### config.mk
export PLATFORM = sky130hd
export DESIGN_NAME = snoop_cache
export DESIGN_NICKNAME = d
export VERILOG_FILES = /design/src/rtl/snoop_cache.sv
export SDC_FILE = /design/constraint.sdc
export NUM_CORES = 1
export LEC_CHECK = 0
export BUFFER_PORTS_ARGS = -buffer_cell sky130_fd_sc_hd__buf_2
export CORE_MARGIN = 3
export CORE_UTILIZATION = 48
export DETAILED_ROUTE_END_ITERATION = 6
export SLEW_MARGIN = 5
export SYNTH_ARGS = -nofsm -noshare
export SYNTH_HDL_FRONTEND = slang
export SYNTH_SLANG_ARGS = --single-unit
### constraint.sdc
create_clock -name clk -period 6.53 [get_ports clk]
set_input_delay 0.653 -clock clk [delete_from_list [all_inputs] [get_ports clk]]
set_output_delay 0.653 -clock clk [all_outputs]
set_load 0.1 [all_outputs]
### src/rtl/snoop_cache.sv
module snoop_cache #(
  parameter int AW = 24,
  parameter int DW = 32,
  parameter int IDX_W = 4,
  parameter int MID_W = 2,
  parameter logic [AW-1:0] FAST_LO = 24'h200000,
  parameter logic [AW-1:0] FAST_HI = 24'h9FFFFF,
  parameter logic [AW-1:0] EXP_LO  = 24'hE00000,
  parameter logic [AW-1:0] EXP_HI  = 24'hEFFFFF,
  parameter logic [(1<<MID_W)-1:0] FILL_MASK = '1
) (
  input  logic             clk,
  input  logic             rst_n,
  input  logic [AW-1:0]    bus_addr,
  input  logic [DW-1:0]    bus_data,
  input  logic             bus_wr,
  input  logic             bus_strobe,
  input  logic [MID_W-1:0] bus_master,
  input  logic             mem_term,
  output logic             bus_wait,
  output logic             cache_term,
  output logic             cache_oe,
  output logic [DW-1:0]    cache_data
);
  localparam int N = 1 << IDX_W;
  localparam int TAG_W = AW - IDX_W;

  typedef enum logic [1:0] {S_IDLE, S_HIT, S_MEM, S_DONE} st_t;
  st_t st;

  logic [N-1:0]     vld;
  logic [TAG_W-1:0] tags [N];
  logic [DW-1:0]    words [N];

  wire [IDX_W-1:0] idx = bus_addr[IDX_W-1:0];
  wire [TAG_W-1:0] tag = bus_addr[AW-1:IDX_W];

  wire cacheable = (bus_addr >= FAST_LO && bus_addr <= FAST_HI) ||
                   (bus_addr >= EXP_LO  && bus_addr <= EXP_HI);
  wire hit   = vld[idx] && tags[idx] == tag;
  wire start = st == S_IDLE && bus_strobe;
  wire fill  = st == S_MEM && mem_term && !bus_wr && FILL_MASK[bus_master];
  wire upd   = st == S_MEM && mem_term && bus_wr && hit;

  assign bus_wait   = start && cacheable;
  assign cache_term = st == S_HIT;
  assign cache_oe   = st == S_HIT;
  assign cache_data = cache_oe ? words[idx] : '0;

  always_ff @(posedge clk or negedge rst_n) begin
    if (!rst_n) st <= S_IDLE;
    else begin
      case (st)
        S_IDLE: if (bus_strobe)
                  st <= !cacheable ? S_DONE : (hit && !bus_wr) ? S_HIT : S_MEM;
        S_HIT:  st <= S_DONE;
        S_MEM:  if (mem_term) st <= S_DONE;
        default: if (!bus_strobe) st <= S_IDLE;
      endcase
    end
  end

  always_ff @(posedge clk or negedge rst_n) begin
    if (!rst_n) vld <= '0;
    else if (fill) vld[idx] <= 1'b1;
  end

  always_ff @(posedge clk) begin
    if (fill) begin
      tags[idx]  <= tag;
      words[idx] <= bus_data;
    end else if (upd) begin
      words[idx] <= bus_data;
    end
  end
endmodule


==> qor.yml <==
logic_synthesis:
  synthArstFlopShare_pct: 2.12
  yosysSeqAreaShare_pct: 76.1
  synthMostInstantiatedCell: "edfxtp_1"
  synth-edff-count: 832
  ys_ff_latch: 850
  synth.top_cells.by_area: "edfxtp_1, mux4_2, dfrtp_1"
  synth.avg_cell_area_um2: 22.5
  synth_ff_type: "edfxtp_1"
  syn_inst: 1483
  yosysTopAreaCellShare_pct: 74.8
  syn_area_um2: 33400
  ys_top_cells_by_count: "edfxtp_1, mux4_2, mux2i_1, and2_1"
  yosys_warnings: 0
  synth_largest_area_cell: "edfxtp_1"
  syn_nets: 1550
  synth.distinct_cells: 60
timing:
  finalHoldViolations: 0
  setup_viol: 0
  skew_ps: 20.3
  setup_tns_ps: 0
  fmax_mhz: 197
  final-max-slew-violation-count: 0
  worst_slew_pin_slew_ps: 1210
  slew_headroom_pct: 19.3
  period_needed_ps: 5080
  fin_crit_sh_pct: 77.8
  rsz0062_at_grt: "false"
  fin_hold_ws_ps: 392
min_path:
  hp-class: "in2reg"
clock_network:
  cts_setup_buffers: 0
  tritoncts: "done"
  clockBufferDepth: 3
  ctsHoldBuffers: 1
  numCtsBuffers: 87
  cts_resized: 0
  insertion_delay_ps: 640
  clock-root-buffer: "clkbuf_16"
  cts_max_level: 3
  clk_pin_slew_worst_paths_ps: 60
  cts.sinks: 850
grt:
  grt_pass1_wl_um: 109000
  grt_max_degree: 87
  gr-total-overflow: 0
  grtUsageTotal_pct: 20.3
  grt_pass1_vias: 16400
  antenna_found_initial: 4
worst_setup_path:
  cpPeakStageDelay_ps: 890
  cpMaxStageDelayCell: "buf_4"
  setup.worst_path.end_class: "output port"
  worstPathMaxFanout: 51
  cp_num_buf_inv: 4
  path_class: "in2out"
  crit_required_ps: 5880
  crit_path_start_kind: "primary input"
  crit_chain: "buf_8 > buf_4 > buf_4 > mux4_2 > mux4_2 > and2_1 > buf_2"
  crit_family: "buffers and inverters"
  worstPathArrival_ps: 4430
place:
  gp_congestion: 0.754
  placed_cell_area_um2: 35300
  io_buffers: 95
  dp_hpwl_um: 37400
detailed_routing:
  ant_nets: 0
  avgRoutedWirePerCell_um: 27.5
  first_iter_violations: 1396
  viasPerCell: 5.84
  vias: 15400
  route.met3.wl_um: 3380
  met2_wirelength_um: 36900
  drt-met1-wl_um: 30800
  routed_wl_um: 72400
  dr.pass1.iters: 4
  highest_layer: "met4"
  drc: 0
floorplanning:
  design.die.area_um2: 72800
  design.core.area_um2: 68700
  num_rows: 96
  initial_core_util_pct: 48.6
  die_width_um: 270
  die_y_um: 270
  io_pins: 98
pwr:
  leakagePower_nw: 12.2
  irDropWorstVdd_mv: 0.210
  power_density_nw_per_um2: 318
  power.total_mw: 12.1
final_layout:
  syn_to_final_growth_pct: 14.0
  post-route-util_pct: 55.4
  nNetsFinal: 1705
  drive_gt1_share_pct: 32.4
  stdcell_area_um2: 38100
status:
  status: "complete, no violations"
job:
  cap_violations: 0
-- through the flow --
step | cells | setup WS [ps]
6_report | 2636 | 1450
5_1_grt | 2633 | 1080
4_1_cts | 2633 | 1310
3_5_place_dp | 2479 | 1300
3_3_place_gp | 2479 | 1310
2_1_floorplan | 1483 | 188
-- final cells by class --
class	instances	area, µm²
Antenna cell	3	7.51
Clock buffer	111	2310
Tap cell	931	1160
Timing Repair Buffer	141	1010
Inverter	11	41.3
Sequential cell	850	25400
Clock inverter	42	432
Multi-Input combinational cell	547	7680
Fill cell	5251	30600
-- cell usage in the layout, fill, tap and decap left out, drive strengths merged, types with 18 or more instances in the layout --
master,synthesis,routed
edfxtp,832,832
mux4,230,230
buf,48,140
clkbuf,27,111
mux2i,44,44
and2,36,36
clkinv,1,30
nor2,28,28
nand2,19,19
or2,19,19
xor2,18,18
dfrtp,18,18
-- kinds of logic after synthesis --
logic type                 count (synthesis)  share of synthesized area (%)
AOI/OAI and AO/OA                         63                           1.50
xor gates and xnor gates                  24                          0.629
adders and majority gates                  4                          0.150
buffers and inverters                     86                           1.34
DFF                                      850                           76.1
muxes                                    283                           17.1
and+or+nand+nor                          173                           3.10
-- flip-flops by register name (all words and copies together) (netlist names) --
register	count
words	512
tags	320
vld	16
st	2
-- per-layer routing --
metal / up-vias / global-route usage [%]
li1: 6575 / -
met1: 8325 / 28.0
met2: 381 / 34.3
met3: 114 / 3.29
met4: 0 / 4.88
met5: - / 0
-- worst paths after layout --
kind	startpoint	end	slack [ps]	depth (start not counted)
hold / removal	bus_data[23]	words[3][23]	390	1
setup / recovery	bus_addr[0]	cache_data[12]	1450	7
min in group asynchronous	rst_n	vld[3]	520	2
hold reg to reg	vld[9]	vld[9]	460	1
setup reg to reg	tags[14][11]	words[15][24]	2750	10
max in group asynchronous	rst_n	vld[12]	5680	2
-- worst register-to-register path: stages (launching register included) --
cell and delay, ps:
edfxtp_1 360, mux4_2 470, and2_1 170, a211oi_1 290, nor3_1 70, nand3b_1 290
nor4_1 500, a41oi_4 220, buf_4 300, nor4_4 160, buf_4 580
-- where the power goes --
part / switching (mW) / leakage, nW / internal, mW / total (mW)
clock network: 2.00 / 1.33 / 2.78 / 4.78
logic: 0.870 / 3.17 / 0.357 / 1.23
registers: 0.0344 / 7.71 / 6.08 / 6.12
total: 2.90 / 12.2 / 9.22 / 12.1
Note: power is estimated with default switching activity, not from simulation.
